`config.mk`:
```
export PLATFORM = sky130hd
export DESIGN_NAME = pathset_demux
export DESIGN_NICKNAME = d
export VERILOG_FILES = /design/src/rtl/pds_pkg.sv /design/src/rtl/pds_vc_fifo.sv /design/src/rtl/pds_lowest_pick.sv /design/src/rtl/pds_credit_sum.sv /design/src/rtl/pathset_demux.sv
export SDC_FILE = /design/constraint.sdc
export NUM_CORES = 1
export LEC_CHECK = 0
export ABC_AREA = 1
export BUFFER_PORTS_ARGS = -buffer_cell sky130_fd_sc_hd__buf_2
export CORE_ASPECT_RATIO = 0.6
export CORE_MARGIN = 2
export CORE_UTILIZATION = 65
export DETAILED_ROUTE_END_ITERATION = 8
export PLACE_DENSITY = 0.85
export SYNTH_ARGS = -nofsm -noshare
export SYNTH_HDL_FRONTEND = slang
export SYNTH_SLANG_ARGS = --single-unit
```
`constraint.sdc`:
```
create_clock -name clk -period 10.85 [get_ports clk]
set_input_delay 2.17 -clock clk [delete_from_list [all_inputs] [get_ports clk]]
set_output_delay 2.17 -clock clk [all_outputs]
set_load 0.05 [all_outputs]
```
`src/rtl/pds_pkg.sv`:
```
`timescale 1ns/1ps
package pds_pkg;
    localparam int N_SETS   = 4;
    localparam int SET_VCS  = 3;
    localparam int N_VC     = N_SETS * SET_VCS;
    localparam int VC_DEPTH = 5;
    localparam int N_LANES  = 3;
    localparam int FLIT_DW  = 16;

    typedef enum logic [1:0] {
        K_BODY   = 2'd0,
        K_HEAD   = 2'd1,
        K_TAIL   = 2'd2,
        K_SINGLE = 2'd3
    } kind_e;

    typedef enum logic [2:0] {
        R_XSTR  = 3'd0,
        R_YSTR  = 3'd1,
        R_XTOY  = 3'd2,
        R_YTOX  = 3'd3,
        R_INJX  = 3'd4,
        R_INJY  = 3'd5,
        R_LOCAL = 3'd6,
        R_LOC2  = 3'd7
    } route_e;

    typedef enum logic [1:0] {
        M_XY    = 2'd0,
        M_XYYX  = 2'd1,
        M_ADAPT = 2'd2,
        M_RSVD  = 2'd3
    } mode_e;

    typedef struct packed {
        kind_e               kind;
        logic [FLIT_DW-1:0]  data;
    } entry_t;

    localparam int ENTRY_W = $bits(entry_t);

    function automatic logic kind_is_head(logic [1:0] k);
        return k[0];
    endfunction

    function automatic logic kind_is_tail(logic [1:0] k);
        return k[1];
    endfunction

    function automatic logic route_is_local(logic [2:0] r);
        return r[2] & r[1];
    endfunction

    // Label of one slot given its path set and position in that set.
    function automatic route_e slot_class(mode_e m, int unsigned set, int unsigned pos);
        route_e c;
        c = R_LOCAL;
        case (set)
            0: case (pos)
                   0: c = R_XSTR;
                   1: c = (m == M_XY || m == M_RSVD) ? R_XSTR : R_YTOX;
                   default: c = R_INJX;
               endcase
            1: case (pos)
                   0, 1: c = R_XSTR;
                   default: c = (m == M_ADAPT) ? R_YTOX : R_XSTR;
               endcase
            2: case (pos)
                   0: c = R_YSTR;
                   1: c = R_XTOY;
                   default: c = R_INJY;
               endcase
            3: case (pos)
                   0: c = R_YSTR;
                   1: c = R_XTOY;
                   default: c = (m == M_ADAPT) ? R_XTOY : R_YSTR;
               endcase
            default: c = R_LOCAL;
        endcase
        return c;
    endfunction
endpackage

```
`src/rtl/pds_vc_fifo.sv`:
```
`timescale 1ns/1ps
module pds_vc_fifo #(
    parameter int W     = 8,
    parameter int DEPTH = 5
) (
    input  logic         clk,
    input  logic         rst,
    input  logic         push,
    input  logic [W-1:0] wdata,
    input  logic         pop,
    output logic [W-1:0] rdata,
    output logic         valid,
    output logic         full
);
    localparam int AW   = (DEPTH > 1) ? $clog2(DEPTH) : 1;
    localparam int CNTW = $clog2(DEPTH + 1);

    logic [W-1:0]    mem [DEPTH];
    logic [AW-1:0]   wp, rp;
    logic [CNTW-1:0] cnt;
    logic            do_push, do_pop;

    assign valid   = (cnt != '0);
    assign full    = (cnt == CNTW'(DEPTH));
    assign do_pop  = pop & valid;
    assign do_push = push & ~full;
    assign rdata   = mem[rp];

    function automatic logic [AW-1:0] bump(logic [AW-1:0] p);
        return (p == AW'(DEPTH - 1)) ? '0 : p + AW'(1);
    endfunction

    always_ff @(posedge clk) begin
        if (rst) begin
            wp  <= '0;
            rp  <= '0;
            cnt <= '0;
        end else begin
            if (do_push) wp <= bump(wp);
            if (do_pop)  rp <= bump(rp);
            case ({do_push, do_pop})
                2'b10:   cnt <= cnt + CNTW'(1);
                2'b01:   cnt <= cnt - CNTW'(1);
                default: cnt <= cnt;
            endcase
        end
    end

    always_ff @(posedge clk) begin
        if (do_push) mem[wp] <= wdata;
    end
endmodule

```
`src/rtl/pds_lowest_pick.sv`:
```
`timescale 1ns/1ps
module pds_lowest_pick #(
    parameter int N  = 12,
    parameter int IW = (N > 1) ? $clog2(N) : 1
) (
    input  logic [N-1:0]  cand,
    output logic          found,
    output logic [IW-1:0] idx
);
    always_comb begin
        idx = '0;
        for (int i = N - 1; i >= 0; i--) begin
            if (cand[i]) idx = IW'(i);
        end
        found = |cand;
    end
endmodule

```
`src/rtl/pds_credit_sum.sv`:
```
`timescale 1ns/1ps
module pds_credit_sum #(
    parameter int NVC   = 12,
    parameter int LANES = 3,
    parameter int LW    = 2,
    parameter int CW    = 4
) (
    input  logic [NVC-1:0]         pop_fire,
    input  logic [NVC-1:0][LW-1:0] slot_lane,
    input  logic                   ej_fire,
    input  logic [LW-1:0]          ej_lane,
    output logic [LANES*CW-1:0]    cnt
);
    always_comb begin
        cnt = '0;
        for (int l = 0; l < LANES; l++) begin
            logic [CW-1:0] acc;
            acc = '0;
            for (int s = 0; s < NVC; s++) begin
                if (pop_fire[s] && slot_lane[s] == LW'(l)) acc = acc + CW'(1);
            end
            if (ej_fire && ej_lane == LW'(l)) acc = acc + CW'(1);
            cnt[l*CW +: CW] = acc;
        end
    end
endmodule

```
`src/rtl/pathset_demux.sv`:
```
`timescale 1ns/1ps
module pathset_demux
    import pds_pkg::*;
#(
    parameter  int DEPTH = VC_DEPTH,
    parameter  int LANES = N_LANES,
    localparam int LW    = (LANES > 1) ? $clog2(LANES) : 1,
    localparam int CW    = $clog2(N_VC + 2),
    localparam int IW    = $clog2(N_VC)
) (
    input  logic                      clk,
    input  logic                      rst,
    input  logic [1:0]                mode,
    input  logic                      in_valid,
    input  logic [LW-1:0]             in_lane,
    input  logic [1:0]                in_kind,
    input  logic [2:0]                in_route,
    input  logic [FLIT_DW-1:0]        in_data,
    output logic                      in_ready,
    input  logic [N_VC-1:0]           vc_deq,
    output logic [N_VC-1:0]           vc_valid,
    output logic [N_VC*ENTRY_W-1:0]   vc_flit,
    output logic                      ej_valid,
    output logic [LW-1:0]             ej_lane,
    output logic [1:0]                ej_kind,
    output logic [FLIT_DW-1:0]        ej_data,
    output logic [LANES*CW-1:0]       crd_cnt
);
    // Per-lane packet tracking
    logic [LANES-1:0]          lane_act, lane_ej;
    logic [LANES-1:0][IW-1:0]  lane_slot;

    // Per-slot state
    logic [N_VC-1:0]           slot_busy;
    logic [N_VC-1:0][LW-1:0]   slot_lane;
    route_e                    slot_cls [N_VC];
    logic [N_VC-1:0]           cand, fifo_push, fifo_full, fifo_valid, pop_fire, slot_free;
    logic [ENTRY_W-1:0]        rd_raw [N_VC];

    logic          lane_ok, is_head, is_tail, local_rt;
    logic          found, to_ej, to_vc, acc, ej_fire;
    logic [IW-1:0] pick_idx, tgt;
    logic [LANES*CW-1:0] crd_next;
    entry_t        wentry;

    assign lane_ok  = ({1'b0, in_lane} < (LW+1)'(LANES));
    assign is_head  = kind_is_head(in_kind);
    assign is_tail  = kind_is_tail(in_kind);
    assign local_rt = route_is_local(in_route);
    assign wentry   = '{kind: kind_e'(in_kind), data: in_data};

    pds_lowest_pick #(.N(N_VC), .IW(IW)) u_pick (
        .cand  (cand),
        .found (found),
        .idx   (pick_idx)
    );

    // Steering decision
    always_comb begin
        if (is_head) begin
            to_ej    = local_rt;
            to_vc    = !local_rt && found;
            tgt      = pick_idx;
            in_ready = local_rt || found;
        end else begin
            to_ej    = lane_act[in_lane] && lane_ej[in_lane];
            to_vc    = lane_act[in_lane] && !lane_ej[in_lane];
            tgt      = lane_slot[in_lane];
            in_ready = 1'b1;
        end
    end

    assign acc     = in_valid && in_ready && lane_ok;
    assign ej_fire = acc && to_ej;

    for (genvar s = 0; s < N_VC; s++) begin : g_slot
        assign slot_cls[s]  = slot_class(mode_e'(mode), s / SET_VCS, s % SET_VCS);
        assign cand[s]      = !slot_busy[s] && (slot_cls[s] == route_e'(in_route));
        assign fifo_push[s] = acc && to_vc && (tgt == IW'(s));

        pds_vc_fifo #(.W(ENTRY_W), .DEPTH(DEPTH)) u_fifo (
            .clk   (clk),
            .rst   (rst),
            .push  (fifo_push[s]),
            .wdata (wentry),
            .pop   (vc_deq[s]),
            .rdata (rd_raw[s]),
            .valid (fifo_valid[s]),
            .full  (fifo_full[s])
        );

        assign pop_fire[s]                  = vc_deq[s] && fifo_valid[s];
        assign slot_free[s]                 = pop_fire[s] && rd_raw[s][ENTRY_W-1];
        assign vc_valid[s]                  = fifo_valid[s];
        assign vc_flit[s*ENTRY_W +: ENTRY_W] = rd_raw[s];
    end

    // Slot ownership
    always_ff @(posedge clk) begin
        if (rst) begin
            slot_busy <= '0;
            slot_lane <= '0;
        end else begin
            for (int s = 0; s < N_VC; s++) begin
                if (fifo_push[s] && is_head) begin
                    slot_busy[s] <= 1'b1;
                    slot_lane[s] <= in_lane;
                end else if (slot_free[s]) begin
                    slot_busy[s] <= 1'b0;
                end
            end
        end
    end

    // Lane bookkeeping follows head and tail flits
    always_ff @(posedge clk) begin
        if (rst) begin
            lane_act  <= '0;
            lane_ej   <= '0;
            lane_slot <= '0;
        end else if (acc) begin
            if (is_head) begin
                lane_act[in_lane]  <= !is_tail;
                lane_ej[in_lane]   <= local_rt;
                lane_slot[in_lane] <= pick_idx;
            end else if (is_tail) begin
                lane_act[in_lane]  <= 1'b0;
            end
        end
    end

    // Early ejection register
    always_ff @(posedge clk) begin
        if (rst) begin
            ej_valid <= 1'b0;
            ej_lane  <= '0;
            ej_kind  <= '0;
            ej_data  <= '0;
        end else begin
            ej_valid <= ej_fire;
            if (ej_fire) begin
                ej_lane <= in_lane;
                ej_kind <= in_kind;
                ej_data <= in_data;
            end
        end
    end

    pds_credit_sum #(.NVC(N_VC), .LANES(LANES), .LW(LW), .CW(CW)) u_crd (
        .pop_fire  (pop_fire),
        .slot_lane (slot_lane),
        .ej_fire   (ej_fire),
        .ej_lane   (in_lane),
        .cnt       (crd_next)
    );

    always_ff @(posedge clk) begin
        if (rst) crd_cnt <= '0;
        else     crd_cnt <= crd_next;
    end
endmodule

```
==> flow_summary.toml <==
[global_route]
grt_pass1_vias = 37200
grt_max_degree = 97
grt_overflow = 0
grt_usage_pct = 31.3
antenna_found_initial = 12
grt_pass1_wl_um = 212000

[drt]
drc = 0
viasPerCell = 5.96
vias = 40100
routed_wl_um = 140000
drtPass1Iterations = 6
drt-initial-drc-count = 5294
avgRoutedWirePerCell_um = 20.8
drtAntennaViolNets = 0

[timing]
fmax_ghz = 0.133
setup_viol = 0
period_needed_ps = 7510
hold_viol_final = 0
fin_tns_setup_ps = 0
maxSlewViolCount = 0
grt_setup_unrepaired = "no"
tightest_slew_ps = 1270
period_share_pct = 69.2
skew_ps = 34.1
slew_headroom_pct = 14.7

[place]
post-dp-hpwl_um = 83400
place_area_mm2 = 0.0588
dp_cells = 6518
port_buffers = 301
place_congestion = 0.969

[yosys]
ys_top_cells_by_area = "edfxtp_1 58%, dfxtp_1 8.3%, nor2_1 7.8%"
yosys.area.top_type_share_pct = 58.2
ys_ff_latch = 1311
synthCells = 5196
yosysTopAreaCell = "edfxtp_1"
synth.net_count = 5349
synth.cell_area_mm2 = 0.0557
synth_flop_cell = "edfxtp_1"
avgSynthCellArea_um2 = 10.7
synth.most_common_cell = "nor2_1"
ys_warn_count = 0
synth_edf_count = 1080
yosysUniqueCellTypes = 48
async_flop_share_pct = 0
yosysSeqAreaShare_pct = 66.6
synthTopCellsByCount = "1,157 x nor2_1, 1,080 x edfxtp_1, 594 x o21ai_0"

[setup_path]
path_depth = 47
cpLargestDelayFamily = "simple AND/OR/NAND/NOR gates"
path_buf_inv = 11
required_ps = 11470
cp-start-kind = "input port"
cp-startpoint = "vc_deq[0]"
reg2reg_slack_ps = 4170
crit_top_cell = "nand2_1"
critPathKind = "in2reg"
critPathSlowestCell = "ha_1"
cp_data_arrival_time_ps = 8130
timing.rr.end = "crd_cnt[9]"
rr_startpoint = "g_slot[0].u_fifo.cnt[0]"
endpoint_kind = "flop"
max_stage_delay_ps = 370
crit_fanout = 8
r2r_cells = 48
worstSetupEndpoint = "crd_cnt[9]"

[cts]
clock-sinks = 1311
htreeDepth = 3
ctsHoldBuffers = 0
cts.path.max_buffers = 3
cts_buffers = 111
insertion_delay_ps = 740
tritoncts = "done"
postCtsSetupBuffers = 0
cts_root_buf = "clkbuf_16"
cts_resized = 0
cts.reportedPaths.clkPinSlew_ps = 70

[die]
initial_core_util_pct = 65.4
die_x_um = 382
fp.coreArea_mm2 = 0.0852
dieArea_mm2 = 0.0881
die_y_um = 231
rows = 83
ios = 302

[final_layout]
drive_above_1_share_pct = 13.9
syn2layout_area_growth_pct = 12.6
finish.instance_area_mm2 = 0.0627
final_nets = 5637
fillers = 5547
final-instance-count-excl-fill = 6732

[job]
cap_violations = 0

[power]
peakVddDrop_mv = 0.194
total_power_w = 0.0124
power_density_mw_per_mm2 = 199
leakage_nw = 23.3

[run_status]
status = "finished, final reports clean"

[min_path]
hold_class = "reg2reg"
[final cells by class]
cell class / instances / area [um^2] / share of cell area, %
Sequential cell: 1311 / 37100 / 59.1
Multi-Input combinational cell: 3290 / 16700 / 26.7
Clock buffer: 148 / 3150 / 5.03
Timing Repair Buffer: 378 / 2090 / 3.33
Inverter: 392 / 1470 / 2.35
Tap cell: 1147 / 1440 / 2.29
Clock inverter: 61 / 717 / 1.14
Antenna cell: 5 / 12.5 / 0.0200
[cells in the final DEF (no fill, tap or decap), types with 12 or more instances in the layout]
master and count:
nor2_1 1157, edfxtp_1 1080, o21ai_0 594, nand2_1 545, inv_1 333, buf_2 299
dfxtp_1 231, a31oi_1 207, a21oi_1 204, nand3_1 163, clkbuf_16 117, ha_1 101
buf_4 79, nand2_2 39, nor3_2 36, clkinv_1 35, inv_2 31, nor3_1 28
nand3_2 24, nor3_4 23, clkinv_2 23, nand2_4 21, clkbuf_1 20, a211oi_1 18
nand4_1 17, or2_2 16, o22ai_1 14, bufinv_16 13, nand3_4 12, fa_1 12
[worst min-delay path by stage]
stage,startpoint,endpoint,slack (ps),cells past startpoint
after CTS,lane_ej[2],lane_ej[2],450,2
after global placement,lane_slot[11],lane_slot[11],430,2
final,g_slot[11].u_fifo.cnt[0],g_slot[11].u_fifo.cnt[0],450,1
after detailed placement,lane_ej[2],lane_ej[2],440,2
after global routing,lane_ej[2],lane_ej[2],470,2
after floorplan,g_slot[10].u_fifo.cnt[0],g_slot[10].u_fifo.cnt[0],420,1
[per-stage QoR]
stage	hold slack [ps]	setup WS, ps	util, %
after global placement	434	2820	69.0
after floorplan	422	3440	-
after CTS	450	3450	73.6
after global routing	468	2840	73.6
final	451	3340	73.6
after detailed placement	440	2680	69.0
[per-layer routing]
layer	part of all wire, %	routed length, um	global-route usage (%)
met2	44	61800	46.6
met5	0.031	43	0
met3	13	17700	7.30
met4	2.3	3270	8.08
met1	41	56900	46.9
[kinds of logic after synthesis]
kind of cell / synth area share, %
DFF: 66.6
xor gates and xnor gates: 0.0786
adders and majority gates: 2.70
buffers and inverters: 4.12
AOI/OAI and AO/OA: 10.2
and+or+nand+nor: 16.3
[state kept, by name, indices dropped and copies added (netlist names), named ones only]
name / cells
ej_valid: 1
lane_ej: 3
ej_lane: 2
crd_cnt: 12
g_slot.u_fifo.rp: 36
g_slot.u_fifo.wp: 36
g_slot.u_fifo.cnt: 36
g_slot.u_fifo.mem: 1080
ej_data: 16
ej_kind: 2
lane_slot: 12
slot_busy: 12
lane_act: 3
slot_lane: 24
[worst reg2reg max path, delay by kind of cell, from the launching register on]
family | cells | cell delay [ps]
AO/OA/AOI/OAI | 2 | 210
adder cells (fa/ha/maj) | 7 | 2100
buffers and inverters | 11 | 830
flip-flops | 1 | 300
AND/OR/NAND/NOR | 28 | 3150
[power by group]
part	total, W	internal (W)	switching [W]	leakage [nW]
Combinational	0.00264	0.000579	0.00207	9.80
Sequential	0.00559	0.00550	0.0000879	11.6
Clock	0.00421	0.00237	0.00184	1.89
No activity file was read; power rests on OpenSTA's default activity.
